`src/rtl/syscfg_pkg.sv`:
```
package syscfg_pkg;

    localparam int DW = 32;

    localparam logic [DW-1:0] UNLOCK_KEY = 32'h0000_00AA;

    localparam int SWRST_BIT = 31;
    localparam int ROUTE_KEYPAD = 0;
    localparam int ROUTE_DISK   = 1;
    localparam int ROUTE_AUDIO  = 2;
    localparam int ROUTE_SPI    = 3;

    localparam int REV_LSB = 24;
    localparam int REV_W   = 8;

    localparam int NPROT = 2;

    typedef enum logic [2:0] {
        SEL_KEY    = 3'd0,
        SEL_DEVCFG = 3'd1,
        SEL_CLKDIV = 3'd2,
        SEL_INFO   = 3'd3,
        SEL_NONE   = 3'd7
    } reg_sel_e;

    typedef struct packed {
        logic          vld;
        reg_sel_e      sel;
        logic [DW-1:0] data;
    } bus_wr_t;

    function automatic reg_sel_e decode_addr(input int unsigned idx);
        case (idx)
            0: decode_addr = SEL_KEY;
            1: decode_addr = SEL_DEVCFG;
            2: decode_addr = SEL_CLKDIV;
            3: decode_addr = SEL_INFO;
            default: decode_addr = SEL_NONE;
        endcase
    endfunction

    function automatic reg_sel_e prot_sel(input int g);
        prot_sel = (g == 0) ? SEL_DEVCFG : SEL_CLKDIV;
    endfunction

endpackage

```
`src/rtl/syscfg_unlock.sv`:
```
module syscfg_unlock
    import syscfg_pkg::*;
(
    input  logic    clk,
    input  logic    rst,
    input  bus_wr_t wr,
    output logic    armed_o
);
    logic armed_q;

    always_ff @(posedge clk) begin
        if (rst) begin
            armed_q <= 1'b0;
        end else if (wr.vld) begin
            armed_q <= (wr.sel == SEL_KEY) && (wr.data == UNLOCK_KEY);
        end
    end

    assign armed_o = armed_q;

    // a correct key write arms the unlock
    p_key_arms_r1: assert property (@(posedge clk) disable iff (rst)
        (wr.vld && wr.sel == SEL_KEY && wr.data == UNLOCK_KEY) |=> armed_o);

    // any other write leaves the unlock disarmed
    p_other_write_disarms_r4: assert property (@(posedge clk) disable iff (rst)
        (wr.vld && !(wr.sel == SEL_KEY && wr.data == UNLOCK_KEY)) |=> !armed_o);

    // idle cycles keep the armed state
    p_idle_keeps_r5: assert property (@(posedge clk) disable iff (rst)
        !wr.vld |=> $stable(armed_o));

endmodule

```
`src/rtl/syscfg_prot_reg.sv`:
```
module syscfg_prot_reg
    import syscfg_pkg::*;
#(
    parameter logic [DW-1:0] RST_VAL = '0
) (
    input  logic          clk,
    input  logic          rst,
    input  logic          commit,
    input  logic [DW-1:0] d,
    output logic [DW-1:0] q
);
    logic [DW-1:0] q_r;

    always_ff @(posedge clk) begin
        if (rst) begin
            q_r <= RST_VAL;
        end else if (commit) begin
            q_r <= d;
        end
    end

    assign q = q_r;

    // without a commit the register holds its value
    p_hold_unless_commit_r3: assert property (@(posedge clk) disable iff (rst)
        !commit |=> $stable(q));

    // a commit loads the data
    p_commit_loads_r2: assert property (@(posedge clk) disable iff (rst)
        commit |=> (q == $past(d)));

endmodule

```
`src/rtl/syscfg_swrst.sv`:
```
module syscfg_swrst
    import syscfg_pkg::*;
(
    input  logic clk,
    input  logic rst,
    input  logic commit,
    input  logic bit_now,
    input  logic bit_next,
    output logic req_o
);
    logic req_q;

    always_ff @(posedge clk) begin
        if (rst) begin
            req_q <= 1'b0;
        end else begin
            req_q <= commit && bit_now && !bit_next;
        end
    end

    assign req_o = req_q;

    // a request never lasts more than one cycle
    p_single_pulse_r7: assert property (@(posedge clk) disable iff (rst)
        req_o |=> !req_o);

endmodule

```
`src/rtl/syscfg_keyed_regs.sv`:
```
module syscfg_keyed_regs
    import syscfg_pkg::*;
#(
    parameter int              AW         = 4,
    parameter logic [DW-1:0]   DEVCFG_RST = 32'h0000_0005,
    parameter logic [DW-1:0]   CLKDIV_RST = 32'h0000_0010,
    parameter logic [REV_W-1:0] REVISION  = 8'h02
) (
    input  logic          clk,
    input  logic          rst,
    input  logic          bus_we,
    input  logic [AW-1:0] bus_addr,
    input  logic [DW-1:0] bus_wdata,
    output logic [DW-1:0] bus_rdata,
    output logic [DW-1:0] devcfg_o,
    output logic [DW-1:0] clkdiv_o,
    output logic          rst_req_o
);
    localparam logic [DW-1:0] INFO_WORD = DW'(REVISION) << REV_LSB;

    bus_wr_t       wr;
    reg_sel_e      rd_sel;
    logic          armed;
    logic [DW-1:0] prot_q      [NPROT];
    logic [NPROT-1:0] prot_commit;

    assign wr.vld  = bus_we;
    assign wr.sel  = decode_addr(int'(unsigned'(bus_addr)));
    assign wr.data = bus_wdata;
    assign rd_sel  = decode_addr(int'(unsigned'(bus_addr)));

    syscfg_unlock u_unlock (
        .clk     (clk),
        .rst     (rst),
        .wr      (wr),
        .armed_o (armed)
    );

    for (genvar g = 0; g < NPROT; g++) begin : g_prot
        localparam logic [DW-1:0] RV = (g == 0) ? DEVCFG_RST : CLKDIV_RST;
        assign prot_commit[g] = wr.vld && armed && (wr.sel == prot_sel(g));
        syscfg_prot_reg #(.RST_VAL(RV)) u_reg (
            .clk    (clk),
            .rst    (rst),
            .commit (prot_commit[g]),
            .d      (wr.data),
            .q      (prot_q[g])
        );
    end

    syscfg_swrst u_swrst (
        .clk      (clk),
        .rst      (rst),
        .commit   (prot_commit[0]),
        .bit_now  (prot_q[0][SWRST_BIT]),
        .bit_next (wr.data[SWRST_BIT]),
        .req_o    (rst_req_o)
    );

    assign devcfg_o = prot_q[0];
    assign clkdiv_o = prot_q[1];

    always_comb begin
        case (rd_sel)
            SEL_KEY:    bus_rdata = {{(DW-1){1'b0}}, armed};
            SEL_DEVCFG: bus_rdata = prot_q[0];
            SEL_CLKDIV: bus_rdata = prot_q[1];
            SEL_INFO:   bus_rdata = INFO_WORD;
            default:    bus_rdata = '0;
        endcase
    end

    // a guarded commit requires the armed state
    p_commit_needs_key_r4: assert property (@(posedge clk) disable iff (rst)
        (|prot_commit) |-> armed);

    // a reset request follows a 1-to-0 change of the reset bit
    p_req_on_fall_r7: assert property (@(posedge clk) disable iff (rst)
        rst_req_o |-> ($past(devcfg_o[SWRST_BIT]) && !devcfg_o[SWRST_BIT]));

    // the identity word never changes
    p_info_const_r8: assert property (@(posedge clk) disable iff (rst)
        (rd_sel == SEL_INFO) |-> (bus_rdata == INFO_WORD));

endmodule

```
`config.mk`:
```
export PLATFORM = sky130hd
export DESIGN_NAME = syscfg_keyed_regs
export DESIGN_NICKNAME = d
export VERILOG_FILES = /design/src/rtl/syscfg_pkg.sv /design/src/rtl/syscfg_unlock.sv /design/src/rtl/syscfg_prot_reg.sv /design/src/rtl/syscfg_swrst.sv /design/src/rtl/syscfg_keyed_regs.sv
export SDC_FILE = /design/constraint.sdc
export NUM_CORES = 1
export LEC_CHECK = 0
export BUFFER_PORTS_ARGS = -buffer_cell sky130_fd_sc_hd__buf_4
export CORE_ASPECT_RATIO = 1.75
export CORE_MARGIN = 2
export CORE_UTILIZATION = 51
export DETAILED_ROUTE_END_ITERATION = 6
export PLACE_DENSITY = 0.86
export SLEW_MARGIN = 20
export SYNTH_ARGS = -nofsm -noshare
export SYNTH_HDL_FRONTEND = slang
export SYNTH_SLANG_ARGS = --single-unit
```
`constraint.sdc`:
```
create_clock -name clk -period 4.69 [get_ports clk]
set_input_delay 1.407 -clock clk [delete_from_list [all_inputs] [get_ports clk]]
set_output_delay 1.407 -clock clk [all_outputs]
set_load 0.02 [all_outputs]
```
==> results of run 1 <==
-- per-stage QoR --
step | util, % | setup slack (ns) | hold slack, ns | instance area [um2]
after floorplan | - | 0.960 | 0.476 | 3050
after global placement | 69.0 | 0.827 | 0.476 | 4020
after detailed placement | 69.0 | 0.761 | 0.488 | 4020
after CTS | 71.6 | 0.757 | 0.498 | 4180
after global routing | 71.8 | 0.697 | 0.515 | 4190
final | 71.8 | 0.770 | 0.497 | 4190
-- kinds of logic after synthesis --
logic type / count (synthesis) / share of synthesized area (%)
muxes: 1 / 0.328
AOI/OAI and AO/OA: 159 / 29.0
buffers and inverters: 46 / 7.38
and+or+nand+nor: 120 / 20.0
DFF: 66 / 43.3
-- power breakdown --
part,internal [mW],total [mW],switching (mW)
clock,0.185,0.390,0.204
sequential,0.560,0.560,0.000000000000286
combinational,0.0337,0.0935,0.0597
total,0.779,1.04,0.264
-- Yosys cell counts --
cell type and n:
o32ai_1 1, nand4_1 2, a22oi_1 30, nor4b_1 1, o21ai_0 54, clkbuf_1 17, dfxtp_1 66, mux2i_1 1
or2_2 1, nor3b_1 1, buf_2 18, and4bb_2 1, nand3_1 62, o21ai_1 9, a2bb2oi_1 1, nand2b_1 3
nand2_1 3, nand3b_1 1, clkbuf_2 6, nor4bb_1 1, buf_4 4, and3b_1 1, a21oi_1 62, and3_1 2
nor2_1 31, a211o_1 2, nand4bb_1 1, buf_6 1, nor2b_1 2, nor4_1 7
-- layout make-up --
type | instances | area, um2 | area share (%)
timing repair buffer | 143 | 1090 | 26.0
sequential | 66 | 1320 | 31.5
multi-input combinational | 280 | 1530 | 36.5
clock buffer | 11 | 131 | 3.14
tap | 78 | 97.6 | 2.33
clock inverter | 4 | 20.0 | 0.478
-- critical path, delay by kind of cell --
kind | cells | cell delay (ns)
AOI/OAI and AO/OA | 1 | 0.25
buffers and inverters | 2 | 0.30
and+or+nand+nor | 1 | 0.56
-- per-layer routing --
layer / up-vias / wire length (um) / GRT usage [%]
met1: 1709 / 3810 / 33.4
li1: 1644 / - / -
met4: 0 / 234 / 13.8
met5: - / 0 / 0
met2: 180 / 5140 / 49.5
met3: 23 / 677 / 6.67
-- flip-flops by register name, indices dropped and copies added (netlist names) --
name,cells
u_swrst.req_o,1
u_unlock.armed_o,1
g_prot.u_reg.q,64
-- worst min-delay path by stage --
stage	from	endpoint	slack (ns)	depth (start not counted)
3_5_place_dp	g_prot[1].u_reg.q[31]	g_prot[1].u_reg.q[31]	0.49	2
5_1_grt	g_prot[0].u_reg.q[31]	u_swrst.req_o	0.51	1
6_report	g_prot[1].u_reg.q[21]	g_prot[1].u_reg.q[21]	0.50	2
3_3_place_gp	g_prot[1].u_reg.q[18]	g_prot[1].u_reg.q[18]	0.48	2
2_1_floorplan	g_prot[0].u_reg.q[31]	g_prot[0].u_reg.q[31]	0.48	2
4_1_cts	g_prot[1].u_reg.q[31]	g_prot[1].u_reg.q[31]	0.50	2
==> results.sh, run 1 <==
export IMPL_required_ns=3.28
export IMPL_setup_worst_path_end="bus_rdata[25]"
export IMPL_worst_pin_slew_ns=0.727
export IMPL_final_common_cell="buf_4"
export IMPL_finalHoldViolCount=0
export IMPL_p_per_area_nw_per_um2=249
export IMPL_critPathSlowestCell="or2_2"
export IMPL_irDropWorstVdd_mv=0.176
export IMPL_wl_per_cell_um=17.0
export IMPL_end_kind="output pin"
export IMPL_place_congestion=0.807
export IMPL_yosysTopAreaCellShare_pct=43.3
export IMPL_grtUsageTotal_pct=28.8
export IMPL_fin_crit_sh_pct=83.6
export IMPL_finalSetupTns_ns=0
export IMPL_hpwl_mm=6.46
export IMPL_status="completed"
export IMPL_max_cap_violations=0
export IMPL_routed_via_density=6.11
export IMPL_yosys_top_cells_area="dfxtp_1 (43%), a21oi_1 (10%), nand3_1 (10%)"
export IMPL_synth_nets=431
export IMPL_crit_start="bus_addr[3]"
export IMPL_crit_top_cell="buf_4"
export IMPL_fmax_mhz=255
export IMPL_cts_setup_buffers=0
export IMPL_timing_slew_headroom_pct=51.6
export IMPL_clkTransAtPathRegs_ns=0.06
export IMPL_grt_max_degree=68
export IMPL_insertion_delay_ns=0.33
export IMPL_cp_max_fo=32
export IMPL_io_buffers=135
export IMPL_worst_path_largest_cell_delay_ns=0.56
export IMPL_stdcell_count=582
export IMPL_drt_wl_total_mm=9.87
export IMPL_ctsHoldBuffers=0
export IMPL_cp_arrival_ns=2.51
export IMPL_timing_final_crit_period_ns=3.92
export IMPL_ys_ff_latch=66
export IMPL_synth_area_um2=3050
export IMPL_synth_seq_area_share_pct=43.3
export IMPL_clock_skew_ns=0.00855
export IMPL_die_height_um=106
export IMPL_detail_route_antenna_nets=0
export IMPL_yosys_cell_types_count=30
export IMPL_cts_buffers=9
export IMPL_r2r_start="u_unlock.armed_o"
export IMPL_setup_viol=0
export IMPL_first_global_vias=3338
export IMPL_critPathLaunchType="input pin"
export IMPL_io_pins=136
export IMPL_rsz0062_at_grt="no"
export IMPL_p_leak_nw=1.61
export IMPL_ff2ff_path_depth=4
export IMPL_numClockSinks=66
export IMPL_drv_slew=0
export IMPL_r2r_slack_ns=2.76
export IMPL_fp_dieW_um=62.5
export IMPL_drive_gt1_share_pct=32.1
export IMPL_dr_pass1_iters=5
export IMPL_total_power_mw=1.04
export IMPL_critPathKind="in -> out"
export IMPL_drc=0
export IMPL_cts_resized=0
export IMPL_diodes=0
export IMPL_antenna_found_initial=0
export IMPL_area_delta_synth_final_pct=37.2
export IMPL_hold_class="reg -> reg"
export IMPL_clockBufferDepth=2
export IMPL_synth_top_area_cell="dfxtp_1"
export IMPL_avgSynthCellArea_um2=7.79
export IMPL_ys_warn_count=0
export IMPL_final_nets=539
export IMPL_core_um2=5830
export IMPL_vias=3556
export IMPL_final_cell_mix="buf_4 (141), dfxtp_1 (66), a21oi_1 (62), nand3_1 (62), o21ai_0 (54)"
export IMPL_cp_cell_sequence="buf_4 > or2_2 > a21oi_1 > buf_4"
export IMPL_drt_iter0_drc=350
export IMPL_dp_cells=566
export IMPL_dieArea_um2=6650
export IMPL_rows=37
export IMPL_overflow=0
export IMPL_grt_pass1_wl_mm=15.6
export IMPL_nFillCells=492
export IMPL_worst_r2r_endpoint="g_prot[0].u_reg.q[10]"
export IMPL_initial_core_util_pct=52.3
export IMPL_cts_tree="built"
export IMPL_clockRootBuffer="clkbuf_8"
export IMPL_syn_inst=392
export IMPL_h_tree_depth=3
No activity file was read; power rests on OpenSTA's default activity.
==> run 2, diff against run 1 <==
CORE_UTILIZATION = 43   (was 51)
PLACE_DENSITY = 0.77   (was 0.86)
clock period = 3.5 ns   (was 4.69 ns; I/O delays follow)
==> run 2 against run 1 <==
Effect of this change:
- clock power up 100%
- critical endpoint unchanged
- total power up 60%
- global-route usage down 3.4 points
- sequential share of layout area down 1.0 points
- highest routed layer unchanged
- largest cell class unchanged
- hold slack worse by 0.0065 ns
- routed wire length up 0.63%
- via count down 2.3%
==> results.sh, run 2 (synthesis results as in run 1) <==
export IMPL_fin_crit_sh_pct=92.4
export IMPL_critPathKind="in -> out"
export IMPL_vias=3473
export IMPL_required_ns=2.45
export IMPL_finalHoldViolCount=0
export IMPL_h_tree_depth=3
export IMPL_critPathLaunchType="input pin"
export IMPL_total_power_mw=1.67
export IMPL_utilization_pct=63.1
export IMPL_p_leak_nw=1.66
export IMPL_end_kind="output pin"
export IMPL_hpwl_mm=6.41
export IMPL_nFillCells=628
export IMPL_antenna_found_initial=0
export IMPL_max_cap_violations=0
export IMPL_finalSetupTns_ns=0
export IMPL_largest_reg_flops=64
export IMPL_cts_setup_buffers=0
export IMPL_numClockSinks=66
export IMPL_grtUsageTotal_pct=25.4
export IMPL_wl_per_cell_um=16.9
export IMPL_timing_slew_headroom_pct=53.2
export IMPL_io_pins=136
export IMPL_diodes=0
export IMPL_dr_pass1_iters=7
export IMPL_clkTransAtPathRegs_ns=0.05
export IMPL_rows=40
export IMPL_clockBufferDepth=2
export IMPL_final_cell_mix="buf_4 (140), dfxtp_1 (66), a21oi_1 (62), nand3_1 (62), o21ai_0 (54)"
export IMPL_dieArea_um2=7820
export IMPL_setup_viol=0
export IMPL_rsz0062_at_grt="no"
export IMPL_place_congestion=0.766
export IMPL_worst_pin_slew_ns=0.702
export IMPL_first_global_vias=3107
export IMPL_die_height_um=115
export IMPL_hold_class="reg -> reg"
export IMPL_grt_pass1_wl_mm=15.2
export IMPL_area_delta_synth_final_pct=41.7
export IMPL_cts_tree="built"
export IMPL_fp_dieW_um=67.7
export IMPL_insertion_delay_ns=0.32
export IMPL_core_um2=6860
export IMPL_cp_arrival_ns=2.18
export IMPL_detail_route_antenna_nets=0
export IMPL_overflow=0
export IMPL_status="completed"
export IMPL_routed_via_density=5.92
export IMPL_cp_max_fo=32
export IMPL_timing_final_crit_period_ns=3.23
export IMPL_clock_skew_ns=0.00850
export IMPL_initial_core_util_pct=44.5
export IMPL_fmax_mhz=309
export IMPL_drv_slew=0
export IMPL_final_common_cell="buf_4"
export IMPL_drt_iter0_drc=269
export IMPL_io_buffers=135
export IMPL_grt_max_degree=68
export IMPL_clockRootBuffer="clkbuf_16"
export IMPL_p_per_area_nw_per_um2=386
export IMPL_drc=0
export IMPL_cts_buffers=9
export IMPL_ctsHoldBuffers=0
export IMPL_cts_resized=0
export IMPL_drt_wl_total_mm=9.93
export IMPL_final_nets=539
export IMPL_drive_gt1_share_pct=32.2
export IMPL_irDropWorstVdd_mv=0.303
-- run 2: cell types whose count changed in the layout (fill, tap and decap cells not counted), sizes merged --
cell and change:
clkinv -2, clkinvlp +1
-- run 2: layer usage --
layer  track usage [%]  part of all wire (%)
met3              3.79                   6.4
met4              11.6                   2.0
met5                 0                     0
met2              42.7                    53
met1              31.3                    38
-- run 2: path summary, 6_finish.rpt --
path	startpoint	endpoint	slack, ns	cells past startpoint
worst max-delay path	bus_addr[3]	bus_rdata[25]	0.27	4
worst min-delay path	g_prot[1].u_reg.q[23]	g_prot[1].u_reg.q[23]	0.49	2
worst max register to register	u_unlock.armed_o	g_prot[0].u_reg.q[9]	1.69	4
worst min register to register	g_prot[1].u_reg.q[23]	g_prot[1].u_reg.q[23]	0.49	2
-- run 2: final cells by class --
cell class	count	area (um2)	area share [%]
Tap cell	84	105	2.43
Clock inverter	3	17.5	0.405
Timing Repair Buffer	143	1110	25.7
Multi-Input combinational cell	280	1530	35.3
Clock buffer	11	243	5.61
Sequential cell	66	1320	30.5
-- run 2: power breakdown --
part,total (mW),switching [mW],internal [mW]
sequential,0.752,0.000000000000378,0.752
combinational,0.128,0.0816,0.0464
clock,0.789,0.302,0.487
-- run 2: per-stage QoR --
| stage | instances | setup slack, ns | cell area [um2] | hold slack (ns) |
|---|---|---|---|---|
| after floorplan | 392 | 0.484 | 3050 | 0.476 |
| after detailed placement | 573 | 0.277 | 4060 | 0.483 |
| final | 587 | 0.267 | 4330 | 0.491 |
| after global routing | 587 | 0.200 | 4330 | 0.510 |
| after CTS | 587 | 0.278 | 4320 | 0.490 |
| after global placement | 573 | 0.314 | 4060 | 0.477 |
-- run 2: worst max-delay path, stage by stage --
cell and delay [ns]:
buf_4 0.12, or2_2 0.57, a21oi_1 0.26, buf_4 0.17
